[src/rtl/pa_remap_pkg.sv]
package pa_remap_pkg;
  typedef enum logic [1:0] {
    RGN_SRAM  = 2'd0,
    RGN_DRAM  = 2'd1,
    RGN_ALIAS = 2'd2,
    RGN_NONE  = 2'd3
  } region_e;
endpackage

[src/rtl/pa_remap_xlate.sv]
module pa_remap_xlate
  import pa_remap_pkg::*;
#(
  parameter int ADDR_W = 33,
  parameter int WIN_W  = 30
) (
  input  logic              hi_mode_i,
  input  logic              wide_i,
  input  logic [ADDR_W-1:0] addr_i,
  output logic [ADDR_W-1:0] addr_o,
  output region_e           region_o,
  output logic              err_o
);
  localparam int TOP = ADDR_W - 1;

  logic [ADDR_W-1:0] eff;
  logic              first_win;

  always_comb begin
    eff = addr_i;
    // 32-bit-only masters are lifted into the upper window
    if (hi_mode_i && !wide_i) eff[TOP] = 1'b1;
    first_win = (eff[TOP-1:WIN_W] == '0);
    addr_o    = eff;
    err_o     = 1'b0;
    if (!hi_mode_i) begin
      if (eff[TOP]) begin
        region_o = RGN_NONE;
        err_o    = 1'b1;
      end else if (first_win) begin
        region_o = RGN_SRAM;
      end else begin
        region_o = RGN_DRAM;
      end
    end else begin
      if (eff[TOP]) begin
        region_o = RGN_DRAM;
      end else if (first_win) begin
        region_o = RGN_SRAM;
      end else begin
        region_o   = RGN_ALIAS;
        addr_o[TOP] = 1'b1;
      end
    end
  end
endmodule

[src/rtl/pa_remap_stage.sv]
module pa_remap_stage #(
  parameter int W = 36
) (
  input  logic         clk_i,
  input  logic         rst_ni,
  input  logic         in_valid_i,
  output logic         in_ready_o,
  input  logic [W-1:0] in_data_i,
  output logic         out_valid_o,
  input  logic         out_ready_i,
  output logic [W-1:0] out_data_o
);
  logic         vld_q;
  logic [W-1:0] dat_q;

  assign in_ready_o  = !vld_q || out_ready_i;
  assign out_valid_o = vld_q;
  assign out_data_o  = dat_q;

  always_ff @(posedge clk_i or negedge rst_ni) begin
    if (!rst_ni) begin
      vld_q <= 1'b0;
      dat_q <= '0;
    end else if (in_ready_o) begin
      vld_q <= in_valid_i;
      if (in_valid_i) dat_q <= in_data_i;
    end
  end
endmodule

[src/rtl/pa_remap_mode.sv]
module pa_remap_mode (
  input  logic clk_i,
  input  logic rst_ni,
  input  logic mode_i,
  input  logic busy_i,
  output logic mode_o
);
  logic mode_q;
  assign mode_o = mode_q;

  // Mode follows the request only while the output stage is empty
  always_ff @(posedge clk_i or negedge rst_ni) begin
    if (!rst_ni)      mode_q <= 1'b0;
    else if (!busy_i) mode_q <= mode_i;
  end
endmodule

[src/rtl/pa_remap.sv]
module pa_remap
  import pa_remap_pkg::*;
#(
  parameter int ADDR_W = 33,
  parameter int WIN_W  = 30
) (
  input  logic              clk_i,
  input  logic              rst_ni,
  input  logic              mode_i,
  input  logic              req_valid_i,
  output logic              req_ready_o,
  input  logic [ADDR_W-1:0] req_addr_i,
  input  logic              req_wide_i,
  output logic              rsp_valid_o,
  input  logic              rsp_ready_i,
  output logic [ADDR_W-1:0] rsp_addr_o,
  output logic [1:0]        rsp_region_o,
  output logic              rsp_err_o
);
  localparam int PW = ADDR_W + 3;

  logic              hi_mode;
  logic [ADDR_W-1:0] x_addr;
  region_e           x_region;
  logic              x_err;
  logic [PW-1:0]     st_in, st_out;

  pa_remap_mode u_mode (
    .clk_i  (clk_i),
    .rst_ni (rst_ni),
    .mode_i (mode_i),
    .busy_i (rsp_valid_o),
    .mode_o (hi_mode)
  );

  pa_remap_xlate #(.ADDR_W(ADDR_W), .WIN_W(WIN_W)) u_xlate (
    .hi_mode_i (hi_mode),
    .wide_i    (req_wide_i),
    .addr_i    (req_addr_i),
    .addr_o    (x_addr),
    .region_o  (x_region),
    .err_o     (x_err)
  );

  assign st_in = {x_err, x_region, x_addr};

  pa_remap_stage #(.W(PW)) u_stage (
    .clk_i       (clk_i),
    .rst_ni      (rst_ni),
    .in_valid_i  (req_valid_i),
    .in_ready_o  (req_ready_o),
    .in_data_i   (st_in),
    .out_valid_o (rsp_valid_o),
    .out_ready_i (rsp_ready_i),
    .out_data_o  (st_out)
  );

  assign rsp_addr_o   = st_out[ADDR_W-1:0];
  assign rsp_region_o = st_out[ADDR_W+1:ADDR_W];
  assign rsp_err_o    = st_out[PW-1];
endmodule

[config.mk]
export PLATFORM = sky130hd
export DESIGN_NAME = pa_remap
export DESIGN_NICKNAME = d
export VERILOG_FILES = /design/src/rtl/pa_remap_pkg.sv /design/src/rtl/pa_remap_xlate.sv /design/src/rtl/pa_remap_stage.sv /design/src/rtl/pa_remap_mode.sv /design/src/rtl/pa_remap.sv
export SDC_FILE = /design/constraint.sdc
export NUM_CORES = 1
export LEC_CHECK = 0
export BUFFER_PORTS_ARGS = -buffer_cell sky130_fd_sc_hd__buf_2
export CORE_MARGIN = 3
export CORE_UTILIZATION = 49
export DETAILED_ROUTE_END_ITERATION = 8
export PLACE_DENSITY = 0.81
export SLEW_MARGIN = 30
export SYNTH_ARGS = -nofsm -noshare
export SYNTH_HDL_FRONTEND = slang
export SYNTH_SLANG_ARGS = --single-unit
[constraint.sdc]
create_clock -name clk_i -period 3.9 [get_ports clk_i]
set_clock_uncertainty 0.2 [all_clocks]
set_input_delay 0 -clock clk_i [delete_from_list [all_inputs] [get_ports clk_i]]
set_output_delay 0 -clock clk_i [all_outputs]
set_load 0.01 [all_outputs]
==> run summary <==
### Floorplan
• 63.64 um — die height
• 63.64 um — horizontal die dimension
• 20 — number of rows in the core area
• 0.004049 mm2 — die footprint
• 0.5246 — initial standard-cell utilization of the core
• 77 — num ports
• 0.003103 mm2 — placeable core region

### Power
• 0.0002660 W — switching power
• 0.2505 mV — largest vdd supply drop
• 1.212 nW — Leak Pwr
• 387.3 mW/mm2 — power density relative to cell area
• 0.2826 — Switching Fraction
• 0.0006755 W — design internal power
• 0.200 — fraction of power consumed by the clock network
• 0.282 — combinational share of power
• 0.518 — Seq pwr share

### Final layout
• 0 — ant diodes
• 214 — Fill cells
• 49.35% — Area Growth Syn to Fin
• 0.5742 — share of final-layout standard cells stronger than drive strength 1
• 248 — fin nets

### CTS
• 5 — total clock buffers created by CTS
• 0.35 ns — clock insertion delay at the later pin of the skew report
• 2 — maximum root-to-sink buffer count
• 0 — count of cells resized by post-cts repair
• 2 — CTS HTree Levels
• 38 — CTS sink count
• yes — clock tree from TritonCTS
• 0.11 ns — clock-pin slew reported for the worst setup and hold paths after clock tree synthesis
• clkbuf_4 — Root Driver
• 0 — number of buffers inserted by post-CTS setup repair

### Worst setup path
• and2_4 — worst-path cell with the longest stage delay
• 1 — Bufs and invs on worst path
• 4 — path depth of the worst reg2reg path
• 4 — Crit. path cell count
• reg -> reg — category of the critical setup timing path
• simple AND/OR/NAND/NOR gates — crit-path leading delay family
• 2.19 ns — Arrival @ worst endpoint
• flip-flop — type of destination of the critical path
• nand2b_4, and2_4, o22a_1, dlygate4sd3_1 — list of cells traversed by the critical path
• 0.56 ns — delay contributed by the slowest stage of the critical path
• 3.99 ns — required time at the worst-slack endpoint
• 36 — Worst Path Max Fanout
• flip-flop — critical path startpoint category

### Logic synthesis
• 0.5842 — portion of the post-synthesis area used by sequential elements
• 0 — Yosys warning count
• 38 — flops & latches, synth
• 129 — syn nets
• dfrtp_1, mux2_4, buf_12 — top post-synthesis cells by area
• dfrtp_1 — cell type contributing the most total cell area after synthesis
• 0.001628 mm2 — Post-Synthesis Cell Area
• 90 — Post-Synthesis Cells
• 16 — Cell variety after synth
• 18.09 um2 — Avg Cell Area, Syn
• 0.5842 — Yosys top cell area share

### Timing
• 0.4772 GHz — highest attainable clock frequency
• 0 ns — Setup TNS Final
• 0 — count of final setup violators
• 0.5374 — final clock period utilization by the worst path
• 0.4506 — relative slew slack
• 0 — final max-slew violation count
• 0.8241 ns — slew at the pin with the worst max-slew slack
• 0 — number of hold violations in the final report
• 2.096 ns — crit path time final
• 1.804 ns — worst path setup slack after routing
• false — setup repair after global routing missed its margin

### Place
• 0.6720 — RD Place Congestion
• 2.326 mm — sum of net half-perimeters after detailed placement
• 2.111 ns — pre-CTS WS
• 76 — Port Buf Inserts

### Detailed routing
• 0 — final routed DRC violation total
• 4 — router iterations before antenna repair
• 29 — detailed router's first-iteration violation count
• 16.28 um — detailed-route wire length per cell
• 0 — Routed Antenna Nets
• 4.120 mm — wire length after detailed routing
• 4.814 — Vias per Instance
• 1218 — count of vias placed by the detailed router

### Run status
• complete, no violations — run status

### Global route
• 0.2304 — Overall Global Routing Usage
• 0 — grt ovf
• 0 — number of antenna violations at the first check in global routing
• 1326 — via count of the first global-routing pass
• 39 — pin count of the biggest net entering global routing
• 6.913 mm — first-pass GRT wire length

### Hold path
• in -> async — hold crit path type

### Job
• 0 — count of max-cap constraint violations

## per-stage QoR
stage	cell area (um2)	hold WS (ns)	utilization	total power, W	std cells
after floorplan	1628	-0.4956	-	0.0006315	90
after CTS	2431	0.1057	0.7835	0.0009436	253
after global routing	2431	0.1456	0.7835	0.0009940	253
after global placement	1983	-0.08470	0.6391	0.0007129	206
final	2431	0.1166	0.7835	0.0009415	253
after detailed placement	1983	-0.05257	0.6391	0.0007214	206
## logic make-up after synthesis
group / Yosys count / synth area share
AOI/OAI and AO/OA: 6 / 0.02768
buffers and inverters: 4 / 0.04919
DFF: 38 / 0.5842
muxes: 35 / 0.3067
and+or+nand+nor: 7 / 0.03228
## cells in the final DEF, fill, tap and decap left out, drive strengths merged, types with 2 or more instances in the layout
cell / n
dlygate4sd3: 40
o22a: 2
mux2: 35
clkbuf: 5
buf: 76
dfrtp: 38
clkinv: 2
## layout make-up
cell class / count / area (um2) / area share
clock buffer: 5 / 37.54 / 0.01544
clock inverter: 2 / 10.01 / 0.004117
multi-input combinational: 48 / 596.8 / 0.2455
sequential: 38 / 950.9 / 0.3911
tap: 44 / 55.05 / 0.02265
timing repair buffer: 116 / 780.7 / 0.3212
## power groups by stage
stage               Sequential (W)  Clock [W]  Combinational (W)
global placement          0.000488          0           0.000225
global route              0.000495   0.000214           0.000285
floorplan                 0.000518          0           0.000114
detailed placement        0.000491          0           0.000231
finish                    0.000488   0.000189           0.000265
CTS                       0.000484   0.000194           0.000265
## synth_stat cells
cell type	instances
dfrtp_1	38
mux2_4	28
mux2_2	7
buf_12	4
o22a_1	2
a21boi_0	1
a21oi_1	1
and2_4	1
nand2b_4	1
nand3b_1	1
nor2_1	1
nor2b_1	1
nor3_1	1
o211ai_1	1
o21bai_1	1
or2b_1	1
## flip-flops by register name (all words and copies together), names as in the netlist
signal / cells
u_stage.out_data_o: 36
u_stage.out_valid_o: 1
u_mode.mode_o: 1
## timing repair
item / in CTS / in global routing
hold endpoints to repair: 76 / 0
hold buffers: 40 / 0
endpoints found under the setup margin: 0 / 0
## routing by layer
layer,share of wire,track usage,vias up
met4,0.013,0.08356,0
met1,0.39,0.2573,603
met5,0,0,-
met2,0.52,0.4055,55
met3,0.072,0.07665,7
li1,-,-,553
## path summary, 6_finish.rpt
path                                                    start                                 end  slack [ns]
setup / recovery              u_stage.out_valid_o$_DFFE_PN0P_  u_stage.out_data_o[32]$_DFFE_PN0P_        1.80
hold / removal                                         rst_ni   u_stage.out_data_o[8]$_DFFE_PN0P_        0.12
setup reg to reg              u_stage.out_valid_o$_DFFE_PN0P_  u_stage.out_data_o[32]$_DFFE_PN0P_        1.80
hold reg to reg            u_stage.out_data_o[25]$_DFFE_PN0P_  u_stage.out_data_o[25]$_DFFE_PN0P_        0.31
max in group asynchronous                              rst_ni   u_stage.out_data_o[2]$_DFFE_PN0P_        2.87
min in group clk_i                                rsp_ready_i                         req_ready_o        0.12
Power figures use the tool's default switching activity.
